## src/rtl/mscnt_pkg.sv

```systemverilog
package mscnt_pkg;
  localparam int DIGIT_W = 4;

  function automatic logic [DIGIT_W-1:0] digit_top(input bit decade);
    return decade ? 4'd9 : 4'd15;
  endfunction

  function automatic logic digit_is_top(input bit decade, input logic [DIGIT_W-1:0] q);
    return q == digit_top(decade);
  endfunction

  // Anything at or above the top digit (including illegal BCD codes) wraps to 0.
  function automatic logic [DIGIT_W-1:0] digit_step(input bit decade, input logic [DIGIT_W-1:0] q);
    return (q >= digit_top(decade)) ? '0 : q + 4'd1;
  endfunction
endpackage

```

## src/rtl/mscnt_digit.sv

```systemverilog
module mscnt_digit
  import mscnt_pkg::*;
#(
  parameter bit DECADE = 1'b1
) (
  input  logic               clk,
  input  logic               rst_n,
  input  logic               load,
  input  logic [DIGIT_W-1:0] load_d,
  input  logic               en_par,
  input  logic               en_trk,
  output logic [DIGIT_W-1:0] q,
  output logic               tc
);
  logic               advance;
  logic               at_top;
  logic [DIGIT_W-1:0] q_next;

  assign advance = !load && en_par && en_trk;
  assign at_top  = digit_is_top(DECADE, q);
  assign tc      = at_top && en_trk;

  always_comb begin
    if (load)         q_next = load_d;
    else if (advance) q_next = digit_step(DECADE, q);
    else              q_next = q;
  end

  always_ff @(posedge clk or negedge rst_n) begin
    if (!rst_n) q <= '0;
    else        q <= q_next;
  end

  assert_digit_load_R2: assert property (@(posedge clk) disable iff (!rst_n)
    load |=> q == $past(load_d));

  assert_digit_hold_R4: assert property (@(posedge clk) disable iff (!rst_n)
    (!load && !(en_par && en_trk)) |=> $stable(q));

  assert_digit_illegal_R7: assert property (@(posedge clk) disable iff (!rst_n)
    (advance && q > digit_top(DECADE)) |=> q == '0);

  assert_digit_tc_R6: assert property (@(posedge clk) disable iff (!rst_n)
    tc |-> (en_trk && q == digit_top(DECADE)));
endmodule

```

## src/rtl/mscnt_enable_net.sv

```systemverilog
module mscnt_enable_net #(
  parameter int NUM_STAGES  = 3,
  parameter bit FAST_WIRING = 1'b1
) (
  input  logic [NUM_STAGES-1:0] stage_tc,
  input  logic                  ext_en_p,
  input  logic                  ext_en_t,
  output logic [NUM_STAGES-1:0] stage_cep,
  output logic [NUM_STAGES-1:0] stage_cet,
  output logic                  chain_tc
);
  assign stage_cep[0] = ext_en_p;
  assign stage_cet[0] = ext_en_t;

  generate
    if (FAST_WIRING && NUM_STAGES > 1) begin : g_fast
      logic fast_en;
      // One shared gate: stage-0 terminal count qualified by the parallel enable.
      assign fast_en = stage_tc[0] & ext_en_p;
      assign stage_cet[1] = 1'b1;
      for (genvar k = 1; k < NUM_STAGES; k++) begin : g_cep
        assign stage_cep[k] = fast_en;
      end
      for (genvar k = 2; k < NUM_STAGES; k++) begin : g_cet
        assign stage_cet[k] = stage_tc[k-1];
      end
      assign chain_tc = stage_tc[NUM_STAGES-1] & stage_tc[0];
    end else begin : g_series
      for (genvar k = 1; k < NUM_STAGES; k++) begin : g_link
        assign stage_cep[k] = ext_en_p;
        assign stage_cet[k] = stage_tc[k-1];
      end
      assign chain_tc = stage_tc[NUM_STAGES-1];
    end
  endgenerate
endmodule

```

## src/rtl/multistage_counter.sv

```systemverilog
module multistage_counter
  import mscnt_pkg::*;
#(
  parameter int NUM_STAGES  = 3,
  parameter bit DECADE      = 1'b1,
  parameter bit FAST_WIRING = 1'b1
) (
  input  logic                          clk,
  input  logic                          rst_n,
  input  logic                          load,
  input  logic [NUM_STAGES*DIGIT_W-1:0] load_value,
  input  logic                          cnt_en_p,
  input  logic                          cnt_en_t,
  output logic [NUM_STAGES*DIGIT_W-1:0] count,
  output logic                          term_cnt
);
  localparam int CW = NUM_STAGES * DIGIT_W;

  logic [DIGIT_W-1:0]    dq [NUM_STAGES];
  logic [NUM_STAGES-1:0] tc, cep, cet;
  logic [NUM_STAGES-1:0] at_top;
  logic [NUM_STAGES-1:0] below_top;   // every stage under k is at its top digit
  logic                  all_top;
  logic                  count_step;

  mscnt_enable_net #(.NUM_STAGES(NUM_STAGES), .FAST_WIRING(FAST_WIRING)) u_enet (
    .stage_tc (tc),
    .ext_en_p (cnt_en_p),
    .ext_en_t (cnt_en_t),
    .stage_cep(cep),
    .stage_cet(cet),
    .chain_tc (term_cnt)
  );

  generate
    for (genvar k = 0; k < NUM_STAGES; k++) begin : g_stage
      mscnt_digit #(.DECADE(DECADE)) u_digit (
        .clk   (clk),
        .rst_n (rst_n),
        .load  (load),
        .load_d(load_value[k*DIGIT_W +: DIGIT_W]),
        .en_par(cep[k]),
        .en_trk(cet[k]),
        .q     (dq[k]),
        .tc    (tc[k])
      );
      assign count[k*DIGIT_W +: DIGIT_W] = dq[k];
      assign at_top[k] = digit_is_top(DECADE, dq[k]);
    end

    assign below_top[0] = 1'b1;
    for (genvar k = 1; k < NUM_STAGES; k++) begin : g_below
      assign below_top[k] = below_top[k-1] & at_top[k-1];
    end

    for (genvar k = 1; k < NUM_STAGES; k++) begin : g_carry_chk
      assert_carry_gate_R5: assert property (@(posedge clk) disable iff (!rst_n)
        (!$past(load) && dq[k] != $past(dq[k]))
          |-> $past(below_top[k] && cnt_en_p && cnt_en_t));
    end
  endgenerate

  assign all_top    = &at_top;
  assign count_step = !load && cnt_en_p && cnt_en_t;

  assert_reset_clear_R1: assert property (@(posedge clk)
    !rst_n |-> count == '0);

  assert_wrap_zero_R3: assert property (@(posedge clk) disable iff (!rst_n)
    (count_step && all_top) |=> count == {CW{1'b0}});

  assert_hold_whole_R4: assert property (@(posedge clk) disable iff (!rst_n)
    (!load && !(cnt_en_p && cnt_en_t)) |=> $stable(count));

  assert_term_set_R6: assert property (@(posedge clk) disable iff (!rst_n)
    (all_top && cnt_en_t) |-> term_cnt);

  assert_term_only_R6: assert property (@(posedge clk) disable iff (!rst_n)
    term_cnt |-> (all_top && cnt_en_t));
endmodule

```

## config.mk

```make
export PLATFORM = sky130hd
export DESIGN_NAME = multistage_counter
export DESIGN_NICKNAME = d
export VERILOG_FILES = /design/src/rtl/mscnt_pkg.sv /design/src/rtl/mscnt_digit.sv /design/src/rtl/mscnt_enable_net.sv /design/src/rtl/multistage_counter.sv
export SDC_FILE = /design/constraint.sdc
export NUM_CORES = 1
export LEC_CHECK = 0
export CAP_MARGIN = 25
export CORE_MARGIN = 8
export CORE_UTILIZATION = 55
export CTS_BUF_LIST = sky130_fd_sc_hd__clkbuf_16
export CTS_CLUSTER_DIAMETER = 30
export DETAILED_ROUTE_END_ITERATION = 6
export DONT_BUFFER_PORTS = 1
export GPL_TIMING_DRIVEN = 0
export PLACE_DENSITY = 0.73
export SYNTH_ARGS = -nofsm -noshare
export SYNTH_HDL_FRONTEND = slang
export SYNTH_HIERARCHICAL = 1
export SYNTH_SLANG_ARGS = --single-unit
```

## constraint.sdc

```tcl
create_clock -name clk -period 1.6 [get_ports clk]
set_input_delay 0.4 -clock clk [delete_from_list [all_inputs] [get_ports clk]]
set_output_delay 0.4 -clock clk [all_outputs]
set_load 0.01 [all_outputs]
```

* Word level (Yosys, flattened, before mapping)
Index checks and enable logic that the tools add are counted.
** Word-level totals
- Output and inout bits :: 13
- Bits of input ports :: 17
- Word-level logic and storage cells :: 33
- Register bits :: 12
** Cells by class
- Equal/unequal tests :: 3
- Muxes and demuxes :: 9
- Add/subtract/negate cells :: 3
- Reduce and logical (&&, ||, !) cells :: 10
- Order comparisons :: 3
- Bitwise operators :: 2
** Operator list (number)
- $mux 4 :: 9
- $add 4x1->4 const B :: 3
- $eq 4x4->1 const B :: 3
- $ge 4x4->1 const B :: 3
- $logic_and 1x1->1 :: 6
- $reduce_bool 2->1 :: 3
- $and 1x1->1 :: 2
- $logic_not 1->1 :: 1

* Logic depth before layout (Yosys ltp)
Gate-level depths: netlist of run 1.
- Word-level depth :: 7
- Depth in mapped cells :: 8
- Depth with buffers taken out :: 7

* Cells and area by module
The synthesis of run 1 kept the hierarchy.
** By module, submodules not included
- mscnt_digit :: sequential area each 100.1 µm², cells an instance 34, instances 3, area an instance 306.5 µm²
- mscnt_enable_net :: sequential area each 0.0 µm², cells an instance 9, instances 1, area an instance 61.3 µm²

* Worst setup path after synthesis of run 1
OpenSTA, ideal clock, no wires.
- Path type :: register to output
- Start point :: register g_stage[1].u_digit.q[1]
- End point :: output term_cnt
- Data required time :: 1.200 ns
- Arrival time :: 1.405 ns
- Path buffers :: 1
- Cell stages (with the launch flop) :: 7
- Slack :: -0.205 ns
- Cell sequence :: dfrtp_1 -> inv_1 -> ha_1 -> and4b_2 -> buf_4 -> and4b_2 -> and2_1
** On the way
- Longest elaborated chain between the ends :: 3
** Ends and longest elaborated chain
- from (decl) :: RTL line mscnt_digit.sv:12 : output logic [DIGIT_W-1:0] q,
- from (signal assigned) :: RTL line mscnt_digit.sv:31 : else q <= q_next;
- $eq 4x4->1 :: RTL line mscnt_pkg.sv:9 : return q == digit_top(decade);
- named net tc[1] :: RTL line multistage_counter.sv:20 : logic [NUM_STAGES-1:0] tc, cep, cet;
- $logic_and 1x1->1 :: RTL line mscnt_digit.sv:21 : assign tc = at_top && en_trk;
- named net tc[2] :: RTL line multistage_counter.sv:20
- $and 1x1->1 :: RTL line mscnt_enable_net.sv:27 : assign chain_tc = stage_tc[NUM_STAGES-1] & stage_tc[0];
- to (decl) :: RTL line multistage_counter.sv:15 : output logic term_cnt
The timed path passes the listed nets, and every way through them passes these cells.

* Final worst setup path of run 1
Same ends and word-level chain as after synthesis.

==> results.txt, run 1 <==
TritonCTS built the clock tree. The number of primary I/O pins came out at 30. The count of input and output buffers came out at 0.

The signed area change from the synthesized netlist to the final layout came out at 33.2%. Timing would allow up to 513 MHz. Counting both buffers and inverters, the worst setup path holds a total of 1. On the critical path the largest part of the delay comes from simple AND/OR/NAND/NOR gates.

At the worst endpoint, the required time is between 1000 and 1500 ps. The tightest slew margin relative to the limit is 0.612. The hold violation count in the final report came out at 0. The sum of negative setup slack came out at -586 ps.

The clock slew seen by the registers of the worst setup and hold paths is 50 ps. At the end of the flow, the number of nets in the layout was 149. The total DRC errors in the routed layout came out at 0. The maximum count of clock buffers along a single path came out at 2. The initial antenna violation count came to 0. The final worst-path cycle share is 1.22. Before CTS, the worst setup slack after placement is -253 ps. The class of the tightest hold or removal check is in -> reg.

The clock sink count came out at 12. The total area of multi-input combinational cells is 731 um2. The via-per-instance ratio came out at 6.09. The library cells used most frequently in the layout, excluding fill and tap cells, are sky130_fd_sc_hd__o211ai_1, sky130_fd_sc_hd__a21oi_1, sky130_fd_sc_hd__nor2b_1.

The final weighted congestion in routability-driven placement is 0.863. The total power draw is about 1.1 mW. The warning count from the yosys run came out at 6. The tree is rooted in a sky130_fd_sc_hd__clkbuf_16. Row generation in the floorplan step produced 15 rows.

The latest clock arrival within the worst-skew pair came out at about 240 ps. The mean cell area of the mapped netlist came out at 8.84 um2. The global-route congestion overflow total is 0. The worst-case clock skew is 7.20 ps.

The worst setup path is captured at an output pin. The post-synthesis cell type count came out at 20. The part of the Yosys area used for sequential elements came out at 0.306. The final reports fail on negative setup slack. In the post-route analysis, the smallest setup slack over all paths is -349 ps. The detailed-placement wirelength estimate is 1.74 mm. The maximum fanout encountered on the critical timing path came out at 5.

After synthesis the netlist holds a flip-flop and latch count of 12. Setup repair after global routing could not meet its margin everywhere. The power per unit of standard cell area came out at 815 mW/mm2.

For this block, the via count after detailed routing is 889. The first global-routing pass estimated 3.91 mm of wire. The synthesized netlist occupies a cell area of 981 um2. The CTS buffer count is 3. The number of nets produced by synthesis came out at 137. The number of DRC markers in iteration 0 came out at 21. The number of global-route vias before repair is approximately 860. The flip-flop count of the largest register after layout is 12.

The run finished, with violations left. For the pin with the worst max-slew slack, the measured transition is 580 ps. The number of max-slew violations in the final report came out at 0. The signal on the critical path passes through inv_2 -> ha_4 -> and4b_2 -> and4b_2 -> and2_4.

The area of the core is 0.00171 mm2. The total routed wirelength is 2.66 mm. The routed metal-1 wire length came out at roughly 1.0 mm. The count of mapped cells out of synthesis is 111. The pre-antenna-repair detailed-routing pass consisted of 4 iterations. The repair_antennas step left the layout with diodes totalling 0.

Across the run, the number of max-cap violations was 0. The starting density of the core is 0.574. At the worst endpoint, the arrival time is 1550 ps. VDD sags by at most between 0.0008 and 0.0009 V. The total area of sequential cells came out at 305 um2. The number of filler instances in the final layout is 111. The detailed router used layers up to and including met4. The final antenna-violating net count is 0. STA classifies the critical path startpoint as a register. The largest register by flop count is g_stage.u_digit/q. The post-layout minimum cycle time is slightly below 2000 ps. The largest registers in the layout are g_stage.u_digit/q: 12 flops.

The detailed-route wire length per cell came out at ~18 um. The amount of wire on met2 after detailed routing is 1.38 mm. The analysis attributes to cell leakage a power of around 0.54 nW. In this run the number of H-tree levels came out at 1. For this run, the total global-route usage over all layers was measured as 0.145. The number of setup violations in the final report came out at 6. In the final layout, the share of cells above drive strength 1 is 0.413.

The vertical die dimension came out at a little under 60 um. The most numerous cell type found on the critical path is sky130_fd_sc_hd__and4b_2. The met3 wire length came out at 212 um. The die area is between 0.003 and 0.004 mm2. On the worst path, the slowest cell contributes a delay of 450 ps. In this run the horizontal extent of the chip is 58.2 um. The slowest stage cell on the critical path is sky130_fd_sc_hd__dfrtp_2. The critical path in this run is classified as reg -> out.

The pin count of the biggest net entering global routing is 13.
repair_timing:
item | 4_1_cts | 5_1_grt
setup endpoints to repair | 9 | 12
buffers inserted | 6 | 1
endpoints found under the hold margin | 12 | 0
pin swaps | 1 | 9
gates resized for setup | 9 | 21
gates cloned | 0 | 0
hold buffers | 1 | 0
through the flow:
| step | util | hold WS (ps) | cell area (um2) | instances |
|---|---|---|---|---|
| after global placement | 0.608 | 105 | 1040 | 136 |
| final | 0.765 | 300 | 1310 | 146 |
| after CTS | 0.695 | 307 | 1190 | 145 |
| after detailed placement | 0.608 | 105 | 1040 | 136 |
| after global routing | 0.765 | 316 | 1310 | 146 |
| after floorplan | - | 104 | 1010 | 111 |
report_power, final:
| part | switching, mW | total [mW] | internal (mW) |
|---|---|---|---|
| Sequential | 0.0697 | 0.405 | 0.335 |
| Combinational | 0.115 | 0.210 | 0.0951 |
| Clock | 0.124 | 0.449 | 0.325 |
| Total | 0.309 | 1.06 | 0.756 |
final cells by class:
type,count,share of cell area
Buffer,8,0.0460
Clock buffer,3,0.0575
Inverter,9,0.0259
Multi-Input combinational cell,81,0.559
Sequential cell,12,0.234
Tap cell,25,0.0239
Timing Repair Buffer,8,0.0536
routing by layer:
layer / global-route usage / vias up
li1: - / 419
met5: 0 / -
met2: 0.258 / 32
met4: 0.00699 / 0
met1: 0.157 / 432
met3: 0.0706 / 6
cell families (layout without fill, tap and decap cells):
kind of cell             after synthesis  in the layout  share of synthesized area
adder cells (fa/ha/maj)                9              9                      0.115
buffers and inverters                 18             28                     0.0957
other                                  1              1                    0.00382
flip-flops                            12             12                      0.306
AND/OR/NAND/NOR                       38             38                      0.265
AO/OA/AOI/OAI                         33             33                      0.214
synthesized netlist by cell type:
library cell | instances | area (um2)
sky130_fd_sc_hd__o211ai_1 | 9 | 67.6
sky130_fd_sc_hd__buf_2 | 3 | 15.0
sky130_fd_sc_hd__o2111ai_1 | 6 | 52.6
sky130_fd_sc_hd__inv_1 | 9 | 33.8
sky130_fd_sc_hd__conb_1 | 1 | 3.75
sky130_fd_sc_hd__nor2b_1 | 9 | 56.3
sky130_fd_sc_hd__and2_1 | 2 | 12.5
sky130_fd_sc_hd__or3_1 | 3 | 18.8
sky130_fd_sc_hd__nand4b_1 | 3 | 26.3
sky130_fd_sc_hd__nand2_1 | 6 | 22.5
sky130_fd_sc_hd__o21ai_0 | 6 | 30.0
sky130_fd_sc_hd__nor3b_1 | 3 | 22.5
sky130_fd_sc_hd__ha_1 | 9 | 113
sky130_fd_sc_hd__and4b_2 | 3 | 33.8
sky130_fd_sc_hd__a21oi_1 | 12 | 60.1
sky130_fd_sc_hd__dfrtp_1 | 12 | 300
sky130_fd_sc_hd__nand2_2 | 3 | 18.8
sky130_fd_sc_hd__nor2_1 | 3 | 11.3
sky130_fd_sc_hd__buf_4 | 6 | 45.0
sky130_fd_sc_hd__and4bb_2 | 3 | 37.5
path summary, 6_finish.rpt:
| path | startpoint | to | slack (ps) | cells after the start |
|---|---|---|---|---|
| min in group asynchronous | rst_n | g_stage[1].u_digit/q[2] | 600 | 1 |
| worst min register to register | g_stage[1].u_digit/q[1] | g_stage[1].u_digit/q[1] | 680 | 2 |
| max in group asynchronous | rst_n | g_stage[0].u_digit/q[0] | 580 | 1 |
| worst max-delay path | g_stage[1].u_digit/q[1] | term_cnt | -350 | 5 |
| worst min-delay path | load_value[6] | g_stage[1].u_digit/q[2] | 300 | 2 |
| worst max register to register | g_stage[0].u_digit/q[1] | g_stage[1].u_digit/q[3] | -120 | 8 |
No activity file was read; power rests on OpenSTA's default activity.
==> inputs of run 2 (changes only) <==
SYNTH_HIERARCHICAL = unset   (was 1)
==> results.txt, run 2 <==
The number of setup violations in the final report is 6. The number of standard-cell rows in the floorplan came out at 15. The clock slew seen by the registers of the worst setup and hold paths came out at 40 ps. Detailed placement finished with a half-perimeter wire length of 1.79 mm. The run finished, with violations left. The number of H-tree levels is 1. The synthesized design spends more area on one cell type than any other, namely sky130_fd_sc_hd__dfrtp_1. The top cell type's share of synthesized area came out at 0.316. The flip-flop count of the largest register after layout is 12. For this configuration, the core starts out at a cell density of 0.569.

The CTS root buffer is sky130_fd_sc_hd__clkbuf_16. Routability-driven placement finished with a final weighted congestion of 0.877. Input and output buffers added on the ports amount to 0. In this design, the largest share of critical-path delay is due to compound AO/OA/AOI/OAI gates. In the routed design, unresolved DRC markers number 0.

The complex-gate fraction of the synthesized area came out at 0.287. The simple-gate share of the synthesized area is 0.213. The global-route congestion overflow total came out at 0. The area growth from synthesis to layout is 36.2%. Across the run, the number of max-cap violations was 0. The count of mapped cells out of synthesis came out at just over 100. The die area came out at around 0.0033 mm2. The region available for standard cell placement spans 0.00167 mm2.

The required time of the critical path is between 1500 and 2000 ps. The final critical-path setup slack came out at -130 ps. Among the stages of the critical path, the cell type that occurs most often is sky130_fd_sc_hd__buf_4. Sorting the synthesized cells by area gives the leading types as sky130_fd_sc_hd__dfrtp_1, sky130_fd_sc_hd__ha_1, sky130_fd_sc_hd__inv_1. The detailed-route wire length per cell is 22.5 um.

In this run the cell area of the synthesized design comes to around 950 um2. The analysis attributes to cell leakage a power of 0.536 nW. The initial antenna violation count came out at 0.

The element type at the critical path start is a register. The final antenna-violating net count came out at 0. The slowest stage of the critical path belongs to the cell sky130_fd_sc_hd__a2111oi_2.

The first routing iteration left 31 violations. The worst setup path is captured at a register. The post-layout minimum cycle time is 1730 ps. The total routed wirelength is 2.99 mm. The first TritonRoute pass finished after 4 iterations. Measured against its own limit, the worst slew margin works out to 0.595.

The number of global-route vias before repair is 963. The highest attainable clock frequency is 578 MHz. The die is 57.6 um wide. The worst-case clock skew is 1.02 ps.

For this run, asynchronously set or reset flops after synthesis account for 1.00. The mean cell area of the mapped netlist came out at 9.31 um2. The number of nets produced by synthesis is roughly 130.

The netlist uses 42 different library cells. The total power draw came out at 1.14 mW. The main combinational cell family by area after synthesis is compound AO/OA/AOI/OAI gates. The number of flip-flops and latches in the synthesized netlist came out at 12. By count the netlist is led by sky130_fd_sc_hd__dfrtp_1, sky130_fd_sc_hd__inv_1, sky130_fd_sc_hd__ha_1. Dividing the final minimum period by the clock period gives 1.08. In the layout the commonest cells are sky130_fd_sc_hd__inv_1, sky130_fd_sc_hd__buf_4, sky130_fd_sc_hd__nor2_1. The warning count from the yosys run came out at 0. The number of filler instances in the final layout came out at 120. The number of buffers and inverters on the critical path came out at 3. The checks that failed: negative setup slack.

Setup repair after global routing could not meet its margin everywhere. 30 I/O pins were placed. At the placement stage, the worst setup path has a slack of -169 ps. After synthesis, the share of cell area in mux cells is 0. Entering global routing, the biggest net connects 13 pins.

The sum of negative setup slack is -416 ps. The class of the tightest hold or removal check is in -> reg. The total vias in the final route is ~930. Ranked by flip-flop count, first place goes to g_stage.u_digit.q. The worst voltage drop across the vdd grid is between 0.0006 and 0.0007 V. The number of max-slew violations in the final report is 0. The signal on the critical path passes through inv_2 -> buf_4 -> buf_4 -> ha_2 -> nand2b_1 -> a2111oi_2 -> a221o_1. The via-per-instance ratio came out at 6.96.

The share of the Yosys chip area taken by registers is 0.316. The maximum count of clock buffers along a single path came out at 2. The number of antenna diodes in the final layout is 0.

The largest registers in the layout are g_stage.u_digit.q: 12 flops. The total routing resource utilization after global routing came out at 0.176. The vertical die dimension is 57.6 um.

Buffers inserted during clock tree synthesis total 3. The latest clock arrival within the worst-skew pair is 240 ps. TritonCTS built the clock tree. The actual transition at the worst max-transition pin is between 600 and 700 ps. The wire length of the first global-routing pass came out at about 4.6 mm. The adder-cell share of the synthesized area came out at 0.119. The critical path arrival came out at roughly 1900 ps. The count of flip-flops with a built-in enable after synthesis came out at 0. The maximum fanout encountered on the critical timing path is 4. By instance count, the leading cell after synthesis is sky130_fd_sc_hd__dfrtp_1. The peak per-stage delay on the critical path is 470 ps. Clock tree synthesis found a total of 12 sinks.

In this run the power density over the cells is 878 mW/mm2. The fraction of synthesized cell area in xor and xnor cells came out at 0. The number of nets in the layout came out at 143. For this run, the leading register cell type out of synthesis is sky130_fd_sc_hd__dfrtp_1. The hold violation count in the final report came out at 0. The startpoint-to-endpoint class of the critical path is reg -> reg.

The end-of-flow core utilization is 0.775. The fraction of final layout cells sized beyond drive strength 1 is 0.371.
-- run 2: changes by cell type after synthesis, sizes merged, moves of 5 or more --
| cell | change |
|---|---|
| o211ai | -8 |
| a21oi | -9 |
| nor2b | -7 |
| o21ai | -5 |
| buf | -7 |
-- run 2: worst reg2reg max path, cell delays in order (launching register included) --
cell,delay (ps)
sky130_fd_sc_hd__dfrtp_2,440
sky130_fd_sc_hd__inv_2,90
sky130_fd_sc_hd__buf_4,100
sky130_fd_sc_hd__buf_4,110
sky130_fd_sc_hd__ha_2,170
sky130_fd_sc_hd__nand2b_1,90
sky130_fd_sc_hd__a2111oi_2,470
sky130_fd_sc_hd__a221o_1,200
-- run 2: cell type report --
class | count | area (um2) | area share
plain buffers | 3 | 12.5 | 0.00967
clock buffers | 3 | 75.1 | 0.0580
clock inverters | 1 | 3.75 | 0.00290
inverters | 13 | 51.3 | 0.0397
multi-input cells | 74 | 741 | 0.573
flip-flops and latches | 12 | 308 | 0.238
well taps | 17 | 21.3 | 0.0164
repair buffers | 10 | 81.3 | 0.0629
-- run 2: through the flow --
step	hold slack, ps	instance area [um2]	instances
2_1_floorplan	104	968	102
3_3_place_gp	105	990	119
3_5_place_dp	105	990	119
4_1_cts	284	1190	131
5_1_grt	293	1290	133
6_report	282	1290	133
-- run 2: worst paths after layout --
kind / from / endpoint / slack [ps] / cells after the start
worst max-delay path: g_stage[1].u_digit.q[1] / g_stage[1].u_digit.q[2] / -130 / 7
worst min-delay path: load_value[11] / g_stage[2].u_digit.q[3] / 280 / 2
worst max register to register: g_stage[1].u_digit.q[1] / g_stage[1].u_digit.q[2] / -130 / 7
worst min register to register: g_stage[2].u_digit.q[1] / g_stage[2].u_digit.q[1] / 650 / 2
max in group asynchronous: rst_n / g_stage[1].u_digit.q[0] / 560 / 1
min in group asynchronous: rst_n / g_stage[0].u_digit.q[2] / 610 / 1
-- run 2: timing repair --
item | 4_1_cts | 5_1_grt
pin swaps | 2 | 8
resized for setup | 15 | 17
setup endpoints to repair | 7 | 11
buffers inserted | 7 | 2
hold buffers | 1 | 0
endpoints found under the hold margin | 12 | 0
-- run 2: kinds of logic after synthesis --
kind of cell	after synthesis
compound gates	33
buf+inv	16
flops	12
simple gates	32
fa+ha+maj	9
-- run 2: power breakdown --
group	internal, mW	switching (mW)	total, mW
Sequential	0.337	0.0781	0.415
Clock	0.330	0.136	0.466
Combinational	0.123	0.132	0.255
-- run 2: metal layers --
| metal | wire length, um | share of wire | track usage | vias up |
|---|---|---|---|---|
| met4 | 29 | 0.0097 | 0.0964 | 0 |
| met2 | 1500 | 0.50 | 0.277 | 44 |
| li1 | - | - | - | 425 |
| met1 | 1250 | 0.42 | 0.203 | 453 |
| met3 | 200 | 0.067 | 0.0628 | 4 |
| met5 | 0 | 0 | 0 | - |
